<file path="src/rtl/vidgen_pkg.sv">
// Shared types and fetch-phase constants for the character-cell video generator.
// Assumes cells of at least five pixel phases, so the fetch steps finish before the reload.
package vidgen_pkg;
    typedef logic [2:0] colour_t;

    // phase in which the registered character RAM address is formed
    localparam int CHR_ADDR_PHASE = 1;
    // phase in which the character RAM word is captured
    localparam int WORD_LATCH_PHASE = 3;
endpackage

</file>
<file path="src/rtl/vid_timing.sv">
// Raster timing: pixel phase, cell and line counters, the text-row base address,
// the frame-latched screen width, the non-display flag and the half-rate CPU clock.
// Assumes CELL_H is a power of two, so the scanline-in-cell value is the low line bits.
module vid_timing #(
    parameter int CELL_W        = 6,
    parameter int CELL_H        = 8,
    parameter int H_TOTAL_CELLS = 30,
    parameter int TEXT_ROWS     = 40,
    parameter int V_BLANK_LINES = 8,
    parameter int COLS_NARROW   = 25,
    parameter int COLS_WIDE     = 27,
    localparam int ACT_LINES    = TEXT_ROWS * CELL_H,
    localparam int V_TOTAL      = ACT_LINES + V_BLANK_LINES,
    localparam int PH_W         = $clog2(CELL_W),
    localparam int HC_W         = $clog2(H_TOTAL_CELLS),
    localparam int LN_W         = $clog2(V_TOTAL),
    localparam int ROW_W        = $clog2(CELL_H),
    localparam int NC_W         = $clog2(COLS_WIDE + 1),
    localparam int PA_W         = $clog2(TEXT_ROWS * COLS_WIDE)
) (
    input  logic             clk,
    input  logic             rst_n,
    input  logic             wide_sel,
    output logic [PH_W-1:0]  ph,
    output logic [HC_W-1:0]  hc,
    output logic [ROW_W-1:0] row,
    output logic [PA_W-1:0]  row_base,
    output logic             disp_active,
    output logic             in_vblank,
    output logic             half_clk
);
    logic [LN_W-1:0] ln;
    logic [NC_W-1:0] ncols;
    logic            last_ph;
    logic            last_hc;
    logic            last_ln;
    logic            line_end;
    logic            frame_end;

    assign last_ph   = (ph == PH_W'(CELL_W - 1));
    assign last_hc   = (hc == HC_W'(H_TOTAL_CELLS - 1));
    assign last_ln   = (ln == LN_W'(V_TOTAL - 1));
    assign line_end  = last_ph && last_hc;
    assign frame_end = line_end && last_ln;
    assign row       = ln[ROW_W-1:0];
    assign in_vblank = (32'(ln) >= ACT_LINES);
    // the cell shown is one behind the cell being fetched
    assign disp_active = !in_vblank && (hc != '0) && (32'(hc) <= 32'(ncols));

    // pixel phase within the current cell
    always_ff @(posedge clk) begin
        if (!rst_n)       ph <= '0;
        else if (last_ph) ph <= '0;
        else              ph <= ph + 1'b1;
    end

    // cell counter along the line
    always_ff @(posedge clk) begin
        if (!rst_n)       hc <= '0;
        else if (last_ph) hc <= last_hc ? '0 : hc + 1'b1;
    end

    // line counter down the frame
    always_ff @(posedge clk) begin
        if (!rst_n)        ln <= '0;
        else if (line_end) ln <= last_ln ? '0 : ln + 1'b1;
    end

    // first page address of the current text row, stepped by the width
    always_ff @(posedge clk) begin
        if (!rst_n || frame_end)
            row_base <= '0;
        else if (line_end && row == ROW_W'(CELL_H - 1))
            row_base <= row_base + PA_W'(ncols);
    end

    // screen width, taken only at reset and at the frame boundary
    always_ff @(posedge clk) begin
        if (!rst_n || frame_end)
            ncols <= wide_sel ? NC_W'(COLS_WIDE) : NC_W'(COLS_NARROW);
    end

    // CPU clock at half the pixel rate
    always_ff @(posedge clk) begin
        if (!rst_n) half_clk <= 1'b0;
        else        half_clk <= ~half_clk;
    end

    p_cpuclk_rise_r2: assert property (@(posedge clk) disable iff (!rst_n)
        !half_clk |=> half_clk);
    p_cpuclk_fall_r2: assert property (@(posedge clk) disable iff (!rst_n)
        half_clk |=> !half_clk);
    p_width_frame_only_r8: assert property (@(posedge clk) disable iff (!rst_n)
        !$stable(ncols) |-> $past(frame_end));
endmodule

</file>
<file path="src/rtl/vid_fetch.sv">
// Cell fetch: presents the page address for the cell being fetched, forms the
// character RAM address from the returned code and the scanline, and captures the word.
// Assumes both RAMs return data one clock after the address.
module vid_fetch
    import vidgen_pkg::*;
#(
    parameter int CELL_W      = 6,
    parameter int CELL_H      = 8,
    parameter int H_TOTAL_CELLS = 30,
    parameter int TEXT_ROWS   = 40,
    parameter int COLS_WIDE   = 27,
    localparam int PH_W       = $clog2(CELL_W),
    localparam int HC_W       = $clog2(H_TOTAL_CELLS),
    localparam int ROW_W      = $clog2(CELL_H),
    localparam int PA_W       = $clog2(TEXT_ROWS * COLS_WIDE),
    localparam int CA_W       = 8 + ROW_W,
    localparam int WORD_W     = CELL_W + 3
) (
    input  logic              clk,
    input  logic              rst_n,
    input  logic [PH_W-1:0]   ph,
    input  logic [HC_W-1:0]   hc,
    input  logic [ROW_W-1:0]  row,
    input  logic [PA_W-1:0]   row_base,
    output logic [PA_W-1:0]   page_addr,
    input  logic [7:0]        page_data,
    output logic [CA_W-1:0]   chr_addr,
    input  logic [WORD_W-1:0] chr_data,
    output logic [WORD_W-1:0] next_word
);
    // page address of the cell under fetch
    assign page_addr = row_base + PA_W'(hc);

    // character RAM address once the code has returned
    always_ff @(posedge clk) begin
        if (!rst_n)
            chr_addr <= '0;
        else if (ph == PH_W'(CHR_ADDR_PHASE))
            chr_addr <= {page_data, row};
    end

    // word for the next cell, held until the shifter reloads
    always_ff @(posedge clk) begin
        if (!rst_n)
            next_word <= '0;
        else if (ph == PH_W'(WORD_LATCH_PHASE))
            next_word <= chr_data;
    end

    p_chr_addr_phase_r4: assert property (@(posedge clk) disable iff (!rst_n)
        !$stable(chr_addr) |-> $past(ph) == PH_W'(CHR_ADDR_PHASE));
endmodule

</file>
<file path="src/rtl/vid_shifter.sv">
// Pixel serialiser: reloads the cell word at the last phase, shifts it out
// most significant pixel first, and registers colour and blanking.
// Assumes next_word is stable from the latch phase to the end of the cell.
module vid_shifter
    import vidgen_pkg::*;
#(
    parameter int CELL_W  = 6,
    localparam int PH_W   = $clog2(CELL_W),
    localparam int WORD_W = CELL_W + 3
) (
    input  logic              clk,
    input  logic              rst_n,
    input  logic [PH_W-1:0]   ph,
    input  logic              disp_active,
    input  logic [WORD_W-1:0] next_word,
    input  colour_t           bg,
    output colour_t           pix_colour,
    output logic              pix_blank
);
    logic [CELL_W-1:0] pix_sr;
    colour_t           fg;

    // load at cell end, otherwise shift toward the most significant bit
    always_ff @(posedge clk) begin
        if (!rst_n) begin
            pix_sr <= '0;
            fg     <= '0;
        end else if (ph == PH_W'(CELL_W - 1)) begin
            pix_sr <= next_word[CELL_W-1:0];
            fg     <= next_word[WORD_W-1:CELL_W];
        end else begin
            pix_sr <= pix_sr << 1;
        end
    end

    // registered colour output with blanking
    always_ff @(posedge clk) begin
        if (!rst_n) begin
            pix_colour <= '0;
            pix_blank  <= 1'b1;
        end else if (disp_active) begin
            pix_colour <= pix_sr[CELL_W-1] ? fg : bg;
            pix_blank  <= 1'b0;
        end else begin
            pix_colour <= '0;
            pix_blank  <= 1'b1;
        end
    end

    p_blank_dark_r6: assert property (@(posedge clk) disable iff (!rst_n)
        pix_blank |-> pix_colour == '0);
endmodule

</file>
<file path="src/rtl/charcell_vidgen.sv">
// Top of the character-cell colour video generator: ties timing, fetch and
// serialiser together. Assumes synchronous page and character RAMs with one-cycle reads.
module charcell_vidgen
    import vidgen_pkg::*;
#(
    parameter int CELL_W        = 6,
    parameter int CELL_H        = 8,
    parameter int H_TOTAL_CELLS = 30,
    parameter int TEXT_ROWS     = 40,
    parameter int V_BLANK_LINES = 8,
    parameter int COLS_NARROW   = 25,
    parameter int COLS_WIDE     = 27
) (
    input  logic                                   clk,
    input  logic                                   rst_n,
    input  logic                                   wide_mode,
    input  logic [2:0]                             bg_colour,
    output logic [$clog2(TEXT_ROWS*COLS_WIDE)-1:0] page_addr,
    input  logic [7:0]                             page_data,
    output logic [8+$clog2(CELL_H)-1:0]            chr_addr,
    input  logic [CELL_W+2:0]                      chr_data,
    output logic [2:0]                             pix_colour,
    output logic                                   pix_blank,
    output logic                                   predisplay,
    output logic                                   cpu_clk
);
    localparam int PH_W   = $clog2(CELL_W);
    localparam int HC_W   = $clog2(H_TOTAL_CELLS);
    localparam int ROW_W  = $clog2(CELL_H);
    localparam int PA_W   = $clog2(TEXT_ROWS * COLS_WIDE);
    localparam int WORD_W = CELL_W + 3;

    logic [PH_W-1:0]   ph;
    logic [HC_W-1:0]   hc;
    logic [ROW_W-1:0]  row;
    logic [PA_W-1:0]   row_base;
    logic              disp_active;
    logic [WORD_W-1:0] next_word;

    vid_timing #(
        .CELL_W(CELL_W), .CELL_H(CELL_H), .H_TOTAL_CELLS(H_TOTAL_CELLS),
        .TEXT_ROWS(TEXT_ROWS), .V_BLANK_LINES(V_BLANK_LINES),
        .COLS_NARROW(COLS_NARROW), .COLS_WIDE(COLS_WIDE)
    ) u_timing (
        .clk(clk), .rst_n(rst_n), .wide_sel(wide_mode),
        .ph(ph), .hc(hc), .row(row), .row_base(row_base),
        .disp_active(disp_active), .in_vblank(predisplay), .half_clk(cpu_clk)
    );

    vid_fetch #(
        .CELL_W(CELL_W), .CELL_H(CELL_H), .H_TOTAL_CELLS(H_TOTAL_CELLS),
        .TEXT_ROWS(TEXT_ROWS), .COLS_WIDE(COLS_WIDE)
    ) u_fetch (
        .clk(clk), .rst_n(rst_n), .ph(ph), .hc(hc), .row(row),
        .row_base(row_base), .page_addr(page_addr), .page_data(page_data),
        .chr_addr(chr_addr), .chr_data(chr_data), .next_word(next_word)
    );

    vid_shifter #(.CELL_W(CELL_W)) u_shift (
        .clk(clk), .rst_n(rst_n), .ph(ph), .disp_active(disp_active),
        .next_word(next_word), .bg(bg_colour),
        .pix_colour(pix_colour), .pix_blank(pix_blank)
    );

    p_vblank_dark_r7: assert property (@(posedge clk) disable iff (!rst_n)
        predisplay |=> pix_blank);
endmodule

</file>
<file path="config.mk">
export PLATFORM = sky130hd
export DESIGN_NAME = charcell_vidgen
export DESIGN_NICKNAME = d
export VERILOG_FILES = /design/src/rtl/vidgen_pkg.sv /design/src/rtl/vid_timing.sv /design/src/rtl/vid_fetch.sv /design/src/rtl/vid_shifter.sv /design/src/rtl/charcell_vidgen.sv
export SDC_FILE = /design/constraint.sdc
export NUM_CORES = 1
export LEC_CHECK = 0
export ABC_CLOCK_PERIOD_IN_PS = 2000
export BUFFER_PORTS_ARGS = -buffer_cell sky130_fd_sc_hd__buf_2
export CAP_MARGIN = 25
export CORE_ASPECT_RATIO = 0.7
export CORE_MARGIN = 10
export CORE_UTILIZATION = 56
export DETAILED_ROUTE_END_ITERATION = 7
export PLACE_DENSITY = 0.79
export SYNTH_ARGS = -nofsm -noshare
export SYNTH_HDL_FRONTEND = slang
export SYNTH_HIERARCHICAL = 1
export SYNTH_SLANG_ARGS = --single-unit
</file>
<file path="constraint.sdc">
create_clock -name clk -period 2 [get_ports clk]
set_input_delay 0.1 -clock clk [delete_from_list [all_inputs] [get_ports clk]]
set_output_delay 0.1 -clock clk [all_outputs]
set_load 0.01 [all_outputs]
</file>
Word-level counts from Yosys, hierarchy flattened
Cells that the tools add are included.

word-level totals
  output and inout port bits = 28
  word-level logic and storage cells = 46
  bits of input ports = 23
  flip-flop bits (word level) = 67

operators by class
  add/sub/neg operators = 5
  bitwise gates (word level) = 2
  $lt $le $gt $ge = 2
  multiplexer cells = 6
  equality and inequality tests = 6
  reduce and logical (&&, ||, !) cells = 12

operator list
  kind                                                                    number
  11-bit by 5-bit adder with 11-bit output                                2
  9-bit by 1-bit adder with 9-bit output (second input constant)          1
  9-bit equality test (second input constant)                             1
  9-bit >= comparator (second input constant)                             1
  9-bit 2-to-1 mux                                                        1
  3-bit equality test (second input constant)                             2
  6-bit 2-to-1 mux                                                        1
  5-bit by 1-bit adder with 5-bit output (second input constant)          1
  5-bit equality test (second input constant)                             1
  5-bit <= comparator                                                     1
  1-bit logical AND                                                       5
  5-bit 2-to-1 mux                                                        1
  5-bit nonzero test                                                      1
  2-bit AND reduction                                                     2
  3-bit by 1-bit adder with 3-bit output (second input constant)          1
  3-bit by 1-bit equality test with 1-bit output (second input constant)  1
  3-bit by 2-bit equality test with 1-bit output (second input constant)  1
  3-bit 2-to-1 mux                                                        1
  1-bit zero test                                                         2
  2-bit 2-to-1 mux                                                        1
  1-bit inverter                                                          2
  2-bit OR reduction                                                      1
  1-bit logical OR                                                        1
  1-bit 2-to-1 mux                                                        1

Logic depth before layout (Yosys ltp)
  depth after elaboration = 5
  depth in mapped cells = 8
  depth with buffers taken out = 7

Hierarchy
Netlist, hierarchy kept.

by module, submodules not included
  module       times used  seq. area each (um^2)  area an instance (um^2)  cells each
  vid_timing   1           610.6                  1529.0                   171
  vid_fetch    1           400.4                  1072.3                   105
  vid_shifter  1           260.2                  486.7                    49

Worst setup path before layout
OpenSTA, ideal clock, no wires.

  path kind = flip-flop to output port
  from = register u_timing.hc[0]
  to = output page_addr[10]
  required time = 1.900 ns
  path slack = 0.132 ns
  buffers on the path = 0
  cell stages (with the launch flop) = 8
  data arrival time = 1.768 ns
  path through = dfxtp_1 ha_1 inv_1 fa_1 nand2b_1 a21oi_2 o2111ai_1 xnor2_1

on the way
  cells in the longest elaborated chain, start to end = 1

RTL lines
  item                                      RTL line               text
  start, declared                           vid_timing.sv:25       output logic [HC_W-1:0] hc,
  start signal, assigned                    vid_timing.sv:60       else if (last_ph) hc <= last_hc ? '0 : hc + 1'b1;
  11-bit by 5-bit adder with 11-bit output  vid_fetch.sv:32        assign page_addr = row_base + PA_W'(hc);
  end, declared                             charcell_vidgen.sv:18  output logic [$clog2(TEXT_ROWS*COLS_WIDE)-1:0] page_addr,

Every way passes these cells.

Worst setup path in the final report
Ends and elaborated chain as after synthesis.

==> flow_summary.toml <==
[cts]
htree_levels = 3
numCtsBuffers = 9
cts.sinks = 63
cts_tree = "built"
clk_latency_ps = 330
cts_buffer_depth = 2
cts_root_buf = "clkbuf_8"
path_clk_slew_ps = 70

[sta]
fin_ws_ps = -57.3
slew_viol_final = 0
max_slew_margin = 0.604
setup_viol = 3
fin_crit_ps = 2060
clock.fmax_ghz = 0.486
setup_tns_ps = -160
skew_ps = 6.90
rsz0062_at_grt = "yes"
hold_viol = 0
fin_crit_sh = 1.03
worst_pin_slew_ps = 593

[logic_synthesis]
synth_top_area_frac = 0.402
ys_warn_count = 6
synthTopCellsByCount = "62 x dfxtp_1, 31 x mux2i_1, 28 x nand2_1, 28 x nor2_1, 24 x nor2b_1"
ys_ff_latch = 63
synth.most_common_cell = "dfxtp_1"
ys.flop_type = "dfxtp_1"
synth_edf_count = 1
avgSynthCellArea_sq_um = 9.50
async_reset_ff_frac = 0
netlist_instances = 325
netlist_area_sq_mm = 0.00309
synth_nets = 365
ys_types = 49
synthTopCellsByArea = "dfxtp_1 40%, mux2i_1 10%, ha_1 6.1%"
synth_top_area_cell = "dfxtp_1"
ys_seq_area_frac = 0.412

[grt]
gr-usage-met3 = 0.0503
met2_usage = 0.220
use_met1 = 0.203
grt_max_degree = 29
grt_util_all_layers = 0.150
grt-ovfl-total = 0
grt_pass1_vias = 2298
grt_pass1_wl_mm = 10.8
top_usage_layer = "met2"
antenna_found_initial = 0

[hold_path]
worst_hold_path.endpoint = "u_shift/pix_colour[1]"
hp-class = "in2reg"
hp-start = "bg_colour[1]"
holdPathStages = 3

[power]
powerDensity_mw_per_mm2 = 689
switchingPower_uw = 590
p_int_uw = 2020
pwr-share-comb = 0.068
p_leak_uw = 0.00155
power_frac_seq = 0.500
power_uw = 2610
clockPowerShare = 0.432
peakVddDrop_mv = 0.518
sw_frac_of_total = 0.226

[cells_and_area]
n_fill_cell = 399
fin_nets = 428
area_delta_synth_final_pct = 22.9
final_area_sq_mm = 0.00379
drive_gt1_frac = 0.277
num_antenna_cells = 0

[critical_path]
setup.worst_path.class = "reg2out"
path_cells = "ha_4 -> inv_2 -> fa_2 -> nand2b_4 -> a21oi_4 -> o2111ai_2 -> xnor2_1 -> buf_2"
start_kind = "flop"
path_max_fanout = 4
critPathArrivalTime_ps = 1960
endpoint_kind = "output port"
crit_required_ps = 1900
timing.rr.end = "u_timing/row_base[10]"
r2r_slack_ps = 130
crit_slowest_cell = "dfxtp_2"
r2r-start = "u_timing/row_base[0]"
ff2ff_path_depth = 7
cp_slowest_stage_delay_ps = 360

[floorplanning]
die_w_um = 109
dieArea_sq_mm = 0.00893
row_count = 22
ios = 51
initial_core_util = 0.584
core_sq_mm = 0.00529
die_y_um = 82.1

[place]
dpl.hpwl_mm = 4.66
io_buffers = 50
dpl-instance-area_sq_mm = 0.00340
gp_congestion = 0.781

[run]
drv_cap = 0

[status]
status = "complete, but fails checks"
violations = "setup timing"

[drt]
vias = 2455
routed_wl_mm = 6.79
viasPerCell = 5.28
antenna_left = 0
dr.pass1.iters = 4
drtIter0Drc = 139
route.detailed.drc = 0
post_drt_wl_per_cell_um = 14.6
-- layer usage --
layer / up-vias / routed length, um
li1: 1242 / -
met1: 1132 / 3220
met2: 74 / 3050
met3: 7 / 448
met4: 0 / 61
met5: - / 0
-- sequential cells by signal, summed over array words and instances, names as in the netlist --
signal,flops
u_fetch/chr_addr,11
u_fetch/next_word,9
u_shift/fg,3
u_shift/pix_blank,1
u_shift/pix_colour,3
u_shift/pix_sr,6
u_timing/half_clk,1
u_timing/hc,5
u_timing/ln,9
u_timing/ncols,1
u_timing/ph,3
u_timing/row_base,11
-- per-stage QoR --
step	setup WS [ps]	hold WS, ps	util	cells
finish	-57.3	14.4	0.718	465
CTS	-128	1.18	0.710	463
global placement	89.4	303	0.643	440
floorplan	132	199	-	325
global route	-169	8.10	0.718	465
detailed placement	35.5	303	0.643	440
-- how the worst max path moves through the flow --
stage | from | end | slack (ps) | depth (start not counted)
global placement | u_timing/row_base[0] | page_addr[10] | 90 | 8
detailed placement | u_timing/row_base[0] | page_addr[10] | 40 | 8
CTS | u_timing/hc[0] | page_addr[10] | -130 | 8
floorplan | u_timing/hc[0] | page_addr[10] | 130 | 7
finish | u_timing/hc[0] | page_addr[10] | -60 | 8
global route | u_timing/hc[0] | page_addr[10] | -170 | 8
-- power by group through the flow --
stage	logic [uW]	registers [uW]	clock network, uW
2_1_floorplan	110	1340	0
3_3_place_gp	168	1330	0
3_5_place_dp	170	1330	0
4_1_cts	177	1310	1150
5_1_grt	196	1310	1210
6_report	177	1310	1130
-- critical path: cells and delay by family (launching register included) --
family          cells  cell delay, ps
compound gates      2             300
xor+xnor            1             150
fa+ha+maj           2             480
buf+inv             2             180
flops               1             360
simple gates        1             160
-- cell type report --
type | count | area (sq um) | area share
Timing Repair Buffer | 67 | 400 | 0.106
Tap cell | 72 | 90.1 | 0.0237
Inverter | 16 | 60.1 | 0.0158
Clock inverter | 5 | 55.1 | 0.0145
Multi-Input combinational cell | 231 | 1750 | 0.462
Sequential cell | 63 | 1280 | 0.338
Clock buffer | 11 | 153 | 0.0402
-- placed cells by master (no fill, tap or decap), types with 3 or more instances in the layout --
cell            n
a211oi_1        3
a21oi_1         9
buf_2          50
buf_4          12
clkbuf_8        9
dfxtp_1        54
dfxtp_2         8
dlygate4sd3_1   4
ha_1           11
ha_4            4
inv_1          15
mux2i_1        31
nand2_1        28
nand3_1         7
nand4_1         7
nor2_1         28
nor2b_1        23
nor3_1          4
nor4_1          4
o21ai_1         3
o31ai_1         4
or4_1           4
xnor2_1        17
xor2_1          6
-- cell families (layout without fill, tap and decap cells) --
group / Yosys count / in the layout / share of synthesized area
multiplexers: 31 / 31 / 0.100
AO/OA/AOI/OAI: 37 / 37 / 0.0818
buffers and inverters: 31 / 99 / 0.0523
flip-flops: 63 / 63 / 0.412
XOR/XNOR: 23 / 23 / 0.0652
adder cells (fa/ha/maj): 17 / 17 / 0.0737
AND/OR/NAND/NOR: 123 / 123 / 0.215
-- what timing repair did --
item                                   4_1_cts  5_1_grt
setup buffers                                3        2
endpoints found under the hold margin        4        0
setup endpoints to repair                    6        9
gates resized for setup                     18        9
pin swaps                                    4        5
hold buffers                                 4        0
No activity file was read; power rests on OpenSTA's default activity.
